**config.mk**
```make
export PLATFORM = sky130hd
export DESIGN_NAME = outramp_seq
export DESIGN_NICKNAME = d
export VERILOG_FILES = /design/src/rtl/outramp_pkg.sv /design/src/rtl/sync_chain.sv /design/src/rtl/ramp_accum.sv /design/src/rtl/seq_fsm.sv /design/src/rtl/outramp_seq.sv
export SDC_FILE = /design/constraint.sdc
export NUM_CORES = 1
export LEC_CHECK = 0
export BUFFER_PORTS_ARGS = -buffer_cell sky130_fd_sc_hd__buf_2
export CORE_ASPECT_RATIO = 1.5
export CORE_UTILIZATION = 38
export CTS_CLUSTER_SIZE = 10
export DETAILED_ROUTE_END_ITERATION = 12
export SLEW_MARGIN = 20
export SYNTH_ARGS = -nofsm -noshare
export SYNTH_HDL_FRONTEND = slang
export SYNTH_HIERARCHICAL = 1
export SYNTH_SLANG_ARGS = --single-unit
```
**constraint.sdc**
```tcl
create_clock -name clk -period 7.2 [get_ports clk]
set_input_delay 0.72 -clock clk [delete_from_list [all_inputs] [get_ports clk]]
set_output_delay 0.72 -clock clk [all_outputs]
set_load 0.02 [all_outputs]
```
**src/rtl/outramp_pkg.sv**
```systemverilog
package outramp_pkg;

  typedef enum logic [2:0] {
    PH_CLAMP = 3'd0,
    PH_WAIT  = 3'd1,
    PH_RAMP  = 3'd2,
    PH_RUN   = 3'd3,
    PH_DISCH = 3'd4
  } phase_t;

  // Remainder overflow of the fractional ramp accumulator.
  function automatic logic ramp_carry(input logic [31:0] rem,
                                      input logic [31:0] frac,
                                      input logic [31:0] len);
    return (rem + frac) >= len;
  endfunction

  function automatic logic [31:0] ramp_next_rem(input logic [31:0] rem,
                                                input logic [31:0] frac,
                                                input logic [31:0] len);
    logic [31:0] s;
    s = rem + frac;
    return (s >= len) ? (s - len) : s;
  endfunction

  function automatic logic [31:0] ramp_next_code(input logic [31:0] code,
                                                 input logic [31:0] whole,
                                                 input logic        carry);
    return code + whole + {31'd0, carry};
  endfunction

endpackage

```
**src/rtl/sync_chain.sv**
```systemverilog
module sync_chain #(
  parameter int STAGES = 2
) (
  input  logic clk,
  input  logic rst_n,
  input  logic d,
  output logic q
);
  logic [STAGES-1:0] chain;

  generate
    for (genvar i = 0; i < STAGES; i++) begin : g_stage
      if (i == 0) begin : g_first
        always_ff @(posedge clk or negedge rst_n)
          if (!rst_n) chain[0] <= 1'b0;
          else        chain[0] <= d;
      end else begin : g_next
        always_ff @(posedge clk or negedge rst_n)
          if (!rst_n) chain[i] <= 1'b0;
          else        chain[i] <= chain[i-1];
      end
    end
  endgenerate

  assign q = chain[STAGES-1];
endmodule

```
**src/rtl/ramp_accum.sv**
```systemverilog
module ramp_accum
  import outramp_pkg::*;
#(
  parameter int CODE_W   = 14,
  parameter int RAMP_LEN = 10000
) (
  input  logic              clk,
  input  logic              rst_n,
  input  logic              clr,
  input  logic              step,
  output logic [CODE_W-1:0] code
);
  localparam logic [31:0] FULL  = (32'd1 << CODE_W) - 32'd1;
  localparam logic [31:0] LEN   = RAMP_LEN;
  localparam logic [31:0] WHOLE = FULL / LEN;
  localparam logic [31:0] FRAC  = FULL % LEN;
  localparam int          REM_W = $clog2(2 * RAMP_LEN);

  logic [REM_W-1:0] rem;
  logic             step_carry;

  assign step_carry = ramp_carry(32'(rem), FRAC, LEN);

  always_ff @(posedge clk or negedge rst_n) begin
    if (!rst_n) begin
      code <= '0;
      rem  <= '0;
    end else if (clr) begin
      code <= '0;
      rem  <= '0;
    end else if (step) begin
      code <= CODE_W'(ramp_next_code(32'(code), WHOLE, step_carry));
      rem  <= REM_W'(ramp_next_rem(32'(rem), FRAC, LEN));
    end
  end

  a_r4_monotonic: assert property (@(posedge clk) disable iff (!rst_n)
    !clr |=> (code >= $past(code)));

  a_r4_step_bound: assert property (@(posedge clk) disable iff (!rst_n)
    !clr |=> (32'(code) - 32'($past(code)) <= WHOLE + 32'd1));

  a_r3_hold_when_idle: assert property (@(posedge clk) disable iff (!rst_n)
    (!clr && !step) |=> $stable(code));
endmodule

```
**src/rtl/seq_fsm.sv**
```systemverilog
module seq_fsm
  import outramp_pkg::*;
#(
  parameter int HOLD_LEN = 1000,
  parameter int RAMP_LEN = 10000
) (
  input  logic   clk,
  input  logic   rst_n,
  input  logic   lrck_rise,
  input  logic   pdn_s,
  output phase_t phase,
  output logic   ramp_step,
  output logic   ramp_clr
);
  localparam int MAXLEN = (HOLD_LEN > RAMP_LEN) ? HOLD_LEN : RAMP_LEN;
  localparam int CNT_W  = $clog2(MAXLEN + 1);

  phase_t           phase_nxt;
  logic [CNT_W-1:0] cnt, cnt_nxt;
  logic             hold_done, ramp_done;

  assign hold_done = (cnt == CNT_W'(HOLD_LEN - 1));
  assign ramp_done = (cnt == CNT_W'(RAMP_LEN - 1));

  always_comb begin
    phase_nxt = phase;
    cnt_nxt   = cnt;
    if (pdn_s) begin
      phase_nxt = PH_DISCH;
      cnt_nxt   = '0;
    end else begin
      case (phase)
        PH_CLAMP: if (lrck_rise) begin
          phase_nxt = PH_WAIT;
          cnt_nxt   = '0;
        end
        PH_WAIT: if (lrck_rise) begin
          if (hold_done) begin
            phase_nxt = PH_RAMP;
            cnt_nxt   = '0;
          end else begin
            cnt_nxt = cnt + 1'b1;
          end
        end
        PH_RAMP: if (lrck_rise) begin
          if (ramp_done) begin
            phase_nxt = PH_RUN;
            cnt_nxt   = '0;
          end else begin
            cnt_nxt = cnt + 1'b1;
          end
        end
        default: ;
      endcase
    end
  end

  always_ff @(posedge clk or negedge rst_n) begin
    if (!rst_n) begin
      phase <= PH_CLAMP;
      cnt   <= '0;
    end else begin
      phase <= phase_nxt;
      cnt   <= cnt_nxt;
    end
  end

  assign ramp_step = lrck_rise && !pdn_s && (phase == PH_RAMP);
  assign ramp_clr  = (phase == PH_CLAMP) || (phase == PH_WAIT) || (phase == PH_DISCH);

  a_r6_pdn_enters: assert property (@(posedge clk) disable iff (!rst_n)
    pdn_s |=> (phase == PH_DISCH));

  a_r7_disch_sticky: assert property (@(posedge clk) disable iff (!rst_n)
    (phase == PH_DISCH) |=> (phase == PH_DISCH));

  a_r2_clamp_to_wait: assert property (@(posedge clk) disable iff (!rst_n)
    (phase == PH_CLAMP && lrck_rise && !pdn_s) |=> (phase == PH_WAIT));

  a_r5_run_from_ramp: assert property (@(posedge clk) disable iff (!rst_n)
    (phase == PH_RUN) |-> ($past(phase) == PH_RUN || $past(phase) == PH_RAMP));
endmodule

```
**src/rtl/outramp_seq.sv**
```systemverilog
module outramp_seq
  import outramp_pkg::*;
#(
  parameter int CODE_W      = 14,
  parameter int HOLD_LEN    = 1000,
  parameter int RAMP_LEN    = 10000,
  parameter int SYNC_STAGES = 2
) (
  input  logic              clk,
  input  logic              rst_n,
  input  logic              pdn_req,
  input  logic              lrck,
  output logic              clamp_en,
  output logic              buf_en,
  output logic              sink_en,
  output logic [CODE_W-1:0] bias_code,
  output logic              audio_ok
);
  localparam logic [CODE_W-1:0] FULL_CODE = {CODE_W{1'b1}};

  logic   lrck_s, lrck_d, lrck_rise;
  logic   pdn_s;
  logic   ramp_step, ramp_clr;
  phase_t phase;

  sync_chain #(.STAGES(SYNC_STAGES)) u_lrck_sync (
    .clk(clk), .rst_n(rst_n), .d(lrck), .q(lrck_s));

  sync_chain #(.STAGES(SYNC_STAGES)) u_pdn_sync (
    .clk(clk), .rst_n(rst_n), .d(pdn_req), .q(pdn_s));

  always_ff @(posedge clk or negedge rst_n)
    if (!rst_n) lrck_d <= 1'b0;
    else        lrck_d <= lrck_s;

  assign lrck_rise = lrck_s && !lrck_d;

  seq_fsm #(.HOLD_LEN(HOLD_LEN), .RAMP_LEN(RAMP_LEN)) u_fsm (
    .clk(clk), .rst_n(rst_n), .lrck_rise(lrck_rise), .pdn_s(pdn_s),
    .phase(phase), .ramp_step(ramp_step), .ramp_clr(ramp_clr));

  ramp_accum #(.CODE_W(CODE_W), .RAMP_LEN(RAMP_LEN)) u_accum (
    .clk(clk), .rst_n(rst_n), .clr(ramp_clr), .step(ramp_step),
    .code(bias_code));

  assign clamp_en = (phase == PH_CLAMP) || (phase == PH_WAIT);
  assign buf_en   = (phase == PH_RAMP) || (phase == PH_RUN);
  assign sink_en  = (phase == PH_DISCH);
  assign audio_ok = (phase == PH_RUN);

  a_r2_rise_single: assert property (@(posedge clk) disable iff (!rst_n)
    lrck_rise |=> !lrck_rise);

  a_r5_audio_full: assert property (@(posedge clk) disable iff (!rst_n)
    audio_ok |-> (bias_code == FULL_CODE));

  a_r2_clamp_code_zero: assert property (@(posedge clk) disable iff (!rst_n)
    (clamp_en && $past(clamp_en)) |-> (bias_code == '0));

  a_r9_exclusive: assert property (@(posedge clk) disable iff (!rst_n)
    $onehot0({clamp_en, buf_en, sink_en}));

  a_r6_disch_code_zero: assert property (@(posedge clk) disable iff (!rst_n)
    (sink_en && $past(sink_en)) |-> (bias_code == '0));
endmodule

```
# Word level (Yosys, flattened, before mapping)
# Index checks and enable logic that the tools add are counted.
# classes
reduce_logical	13
order_cmp	1
mux	19
eq_ne	11
addsub	5
# ops
operator	n
$mux 14	8
$mux 15	3
$pmux 14 s3	1
$add 14x1->14 const B	2
$mux 3	6
$add 15x13->16 const B	1
$ge 16x14->1 const B	1
$ne 3x1->1 const B	5
$sub 15x14->15 const B	1
$add 14x1->14	1
$eq 14x10->1 const B	1
$eq 14x14->1 const B	1
$pmux 3 s3	1
$eq 3x2->1 const B	2
$reduce_and 6->1	1
$reduce_and 4->1	1
$reduce_bool 4->1	1
$eq 3x1->1 const B	1
$eq 3x3->1 const B	1
$logic_and 1x1->1	3
$logic_not 3->1	1
$logic_or 1x1->1	3
$logic_not 1->1	2
$reduce_bool 2->1	1
# word_totals
register_bits	51
output_inout_bits	18
inputBits	4

# Longest topological paths before layout
# logic_depth
word_depth	6
ltp_mapped	24

# Hierarchy
# The synthesis kept the hierarchy.
# by_module_without_submodules
module	n_inst	seq_area_each_um2	cells_each	area_each_um2
ramp_accum	1	725.7	267	2230.9
seq_fsm	1	425.4	137	1164.9
sync_chain	2	50.0	2	50.0
outramp_seq	1	25.0	6	62.6

# Worst setup path before layout
# Ideal clock, no wire load.
# synth_path
path_kind	register to register
start	reg u_accum.rem[0]
end	reg u_accum.code[13]
t_arrival_ps	4164
setup_ps	78
slack_ps	2958
path_stages_with_launch	21
cell_sequence	dfrtp_1 buf_2 inv_1 ha_1 or3b_1 buf_6 nand2_1 and2_1 inv_1 ha_1 and4_1 a211oi_2 o32ai_2 a31oi_2 buf_2 inv_1 ha_1 nor3_1 nand3_1 or3_1 a21oi_1
# synth_between
elab_chain_cells	5
# synth_rtl
item	line	rtl
start, declared	ramp_accum.sv:19	logic [REM_W-1:0] rem;
start signal, assigned	ramp_accum.sv:33	rem <= REM_W'(ramp_next_rem(32'(rem), FRAC, LEN));
$add 15x13->16	outramp_pkg.sv:15	return (rem + frac) >= len;
$ge 16x14->1	n/a	
$add 14x1->14	outramp_pkg.sv:29	return code + whole + {31'd0, carry};
$mux 14	ramp_accum.sv:31	end else if (step) begin
$mux 14	ramp_accum.sv:28	end else if (clr) begin
end signal, assigned	ramp_accum.sv:32	code <= CODE_W'(ramp_next_code(32'(code), WHOLE, step_carry));
end, declared	ramp_accum.sv:11	output logic [CODE_W-1:0] code
# No other way between the ends. The select of a mux whose other input is x is not followed.
# A chain may end at the register's enable or synchronous reset.

# Final worst setup path
# Ends and elaborated chain as after synthesis.

==> run_results.csv <==
group,metric,value,unit
global_route,antenna_found_initial,0,
clocking,cts_hold_buffers,0,
synth,synth_top_family_by_area,"simple AND/OR/NAND/NOR gates",
critical_path,cp_max_fo,15,
place,io_buffers,21,
synth,ys_types,77,
drt,vias,3019,
sta,max_freq,0.199,GHz
synth,syn-num-nets,425,
drt,avgViaCountPerCell,5.66,
sta,layout_setup_ws,2.18,ns
place,dpl.hpwl,5.94,mm
synth,synth_compound_area_frac,0.213,
sta,worstMarginPinSlew,0.819,ns
synth,ys_seq_elements,51,
layout,diodes,0,
sta,fin_setup_tns,0,ns
critical_path,crit_required,7.42,ns
drt,wl,8.28,mm
sta,skew,0.00855,ns
global_route,grt_first_pass_wirelength,14.0,mm
drt,routedWlPerCell,15.5,um
sta,finalMaxSlewViolations,0,
clocking,cts_tree,"done",
power,peakVddDrop,97.2,uV
synth,avgSynthCellArea,8.60,um2
floorplan,die_y,121,um
synth,netlist_instances,414,
place,routabilityCongestion,0.898,
clocking,clkTransAtPathRegs,0.07,ns
global_route,grt_pass1_vias,2908,
sta,setup-violations-final,0,
drt,drc,0,
critical_path,critPathKind,"register to register",
synth,yosys.area_share.simple,0.290,
sta,slew_headroom,0.452,
power,power.leakage,1.51,nW
layout,fillers,913,
min_path,hp-class,"register to register",
clocking,clock-sinks,51,
critical_path,worstPathArrival,5.24,ns
floorplan,die_area,9760,um2
clocking,cts_root_buf,"clkbuf_16",
drt,drt_iter0_drc,76,
clocking,h-tree-depth,2,
global_route,overflow,0,
clocking,cts_buffers,5,
synth,async_reset_ff_frac,1.00,
floorplan,io_pins,22,
status,status,"complete, no violations",
floorplan,die_x,81.0,um
critical_path,endpoint_kind,"register",
sta,post-route-period-util,0.698,
job,cap_viol_max_count,0,
global_route,grtUsageTotal,0.185,
critical_path,slowest_stage,"a31oi_2",
critical_path,path_buf_inv,3,
synth,synth_fa_ha_area_frac,0.0246,
synth,ys.flop_type,"dfrtp_1",
synth,ys_seq_area_frac,0.359,
global_route,grt_max_degree,52,
critical_path,critPathTopFamily,"simple AND/OR/NAND/NOR gates",
synth,syn_area,3560,um2
sta,hold_violations,0,
layout,layout-drive-gt1-share,0.144,
layout,area_delta_synth_final,8.26,%
clocking,clock_path_buffers,2,
power,pwr_density_cell,140,nW/um2
floorplan,core,8930,um2
floorplan,start_util,0.398,
clocking,cts_resized,0,
synth,synth_edf_count,0,
critical_path,start_kind,"register",
clocking,worstSkewPairLatency,0.30,ns
sta,period_needed,5.02,ns
layout,nets,433,
drt,ant_nets,0,
clocking,cts_setup_buffers,0,
sta,rsz0062_at_grt,"false",
floorplan,rows,42,
synth,synthMuxAreaShare,0.0281,
synth,synthXorXnorAreaFrac,0.0369,
place,place_ws,2.23,ns
critical_path,critical_path.cell_chain,"inv_1 > ha_1 > or3b_1 > nand2_1 > and2_1 > inv_1 > ha_1 > and4_1 > a211oi_2 > o32ai_2 > a31oi_2 > inv_1 > ha_1 > nor3_1 > nand3_1 > or3_1 > a21oi_1",
drt,firstDrtPassIters,4,
critical_path,slowest_delay,0.71,ns
synth,yosysWarningCount,6,
==> final cells by class <==
| class | instances | area [um2] | share of cell area |
|---|---|---|---|
| clock buffers | 6 | 129 | 0.0335 |
| clock inverters | 2 | 16.3 | 0.00422 |
| inverters | 12 | 45.0 | 0.0117 |
| multi-input cells | 327 | 2110 | 0.549 |
| flip-flops and latches | 51 | 1280 | 0.331 |
| well taps | 110 | 138 | 0.0357 |
| repair buffers | 25 | 135 | 0.0351 |
==> worst register-to-register path, cell delays in order (launching register included) <==
cell      delay, ns
dfrtp_1        0.48
inv_1          0.11
ha_1           0.28
or3b_1         0.54
nand2_1        0.21
and2_1         0.17
inv_1          0.05
ha_1           0.23
and4_1         0.21
a211oi_2       0.36
o32ai_2        0.16
a31oi_2        0.71
inv_1          0.11
ha_1           0.23
nor3_1         0.35
nand3_1        0.23
or3_1          0.39
a21oi_1        0.14
==> layer usage <==
| layer | track usage | part of all wire | vias to the layer above |
|---|---|---|---|
| li1 | - | - | 1523 |
| met1 | 0.212 | 0.42 | 1457 |
| met2 | 0.328 | 0.54 | 29 |
| met3 | 0.0294 | 0.018 | 10 |
| met4 | 0.0804 | 0.018 | 0 |
| met5 | 0 | 0 | - |
==> per-stage QoR <==
stage	hold WS, ns	util	std cells	cell area, um2	power, mW
after floorplan	0.331	-	414	3560	0.298
after global placement	0.340	0.415	525	3710	0.306
after detailed placement	0.344	0.415	525	3710	0.306
after CTS	0.361	0.431	533	3850	0.549
after global routing	0.363	0.431	533	3850	0.562
final	0.355	0.431	533	3850	0.539
==> cells in the mapped netlist, types with 4 or more instances <==
cell / number / area [um2]
dfrtp_1: 51 / 1280
nor2_1: 48 / 180
nand2_1: 46 / 173
o21ai_0: 20 / 100
a21oi_1: 18 / 90.1
nor3_1: 17 / 85.1
inv_1: 12 / 45.0
nand3_1: 12 / 60.1
nand4_1: 11 / 68.8
xor2_1: 11 / 96.3
or3_1: 10 / 62.6
o211ai_1: 9 / 67.6
clkbuf_1: 8 / 30.0
ha_1: 7 / 87.6
nor2b_1: 7 / 43.8
a31oi_1: 6 / 37.5
buf_2: 6 / 30.0
a211oi_1: 5 / 37.5
a21o_1: 5 / 37.5
or2_2: 5 / 31.3
mux2_2: 4 / 45.0
mux2i_1: 4 / 40.0
nand4b_1: 4 / 35.0
o22ai_1: 4 / 25.0
xnor2_1: 4 / 35.0
==> cell usage in the layout (no fill, tap or decap), types with 4 or more instances in the layout <==
cell       instances
dfrtp_1           51
nor2_1            48
nand2_1           46
buf_2             21
o21ai_0           20
nor3_1            17
a21oi_1           17
inv_1             12
nand3_1           12
nand4_1           11
xor2_1            11
or3_1             10
o211ai_1           9
nor2b_1            7
ha_1               7
a31oi_1            6
clkbuf_16          5
or2_2              5
a211oi_1           5
a21o_1             5
buf_4              4
xnor2_1            4
nand4b_1           4
mux2i_1            4
o22ai_1            4
mux2_2             4
==> where the power goes <==
group | switching, mW | internal, mW
clock network | 0.108 | 0.130
logic | 0.00864 | 0.00257
registers | 0.000927 | 0.288
total | 0.118 | 0.421
==> logic make-up after synthesis <==
| family | after synthesis |
|---|---|
| muxes | 9 |
| AOI/OAI and AO/OA | 103 |
| buffers and inverters | 36 |
| adders and majority gates | 7 |
| xor gates and xnor gates | 15 |
| and+or+nand+nor | 193 |
| DFF | 51 |
==> sequential cells by signal (all words and copies together) (netlist names) <==
register	flops
lrck_d	1
u_accum/code	14
u_accum/rem	15
u_fsm/cnt	14
u_fsm/phase	3
u_lrck_sync/chain	1
u_lrck_sync/q	1
u_pdn_sync/chain	1
u_pdn_sync/q	1
==> final timing paths <==
check,from,endpoint,slack (ns),cells past startpoint
max,u_accum/rem[0],u_accum/code[13],2.18,17
min,u_pdn_sync/chain[0],u_pdn_sync/q,0.36,0
max reg2reg,u_accum/rem[0],u_accum/code[13],2.18,17
min reg2reg,u_pdn_sync/chain[0],u_pdn_sync/q,0.36,0
max in group asynchronous,rst_n,u_accum/rem[0],6.23,2
min in group asynchronous,rst_n,u_fsm/cnt[8],0.52,2
Note: power is estimated with default switching activity, not from simulation.
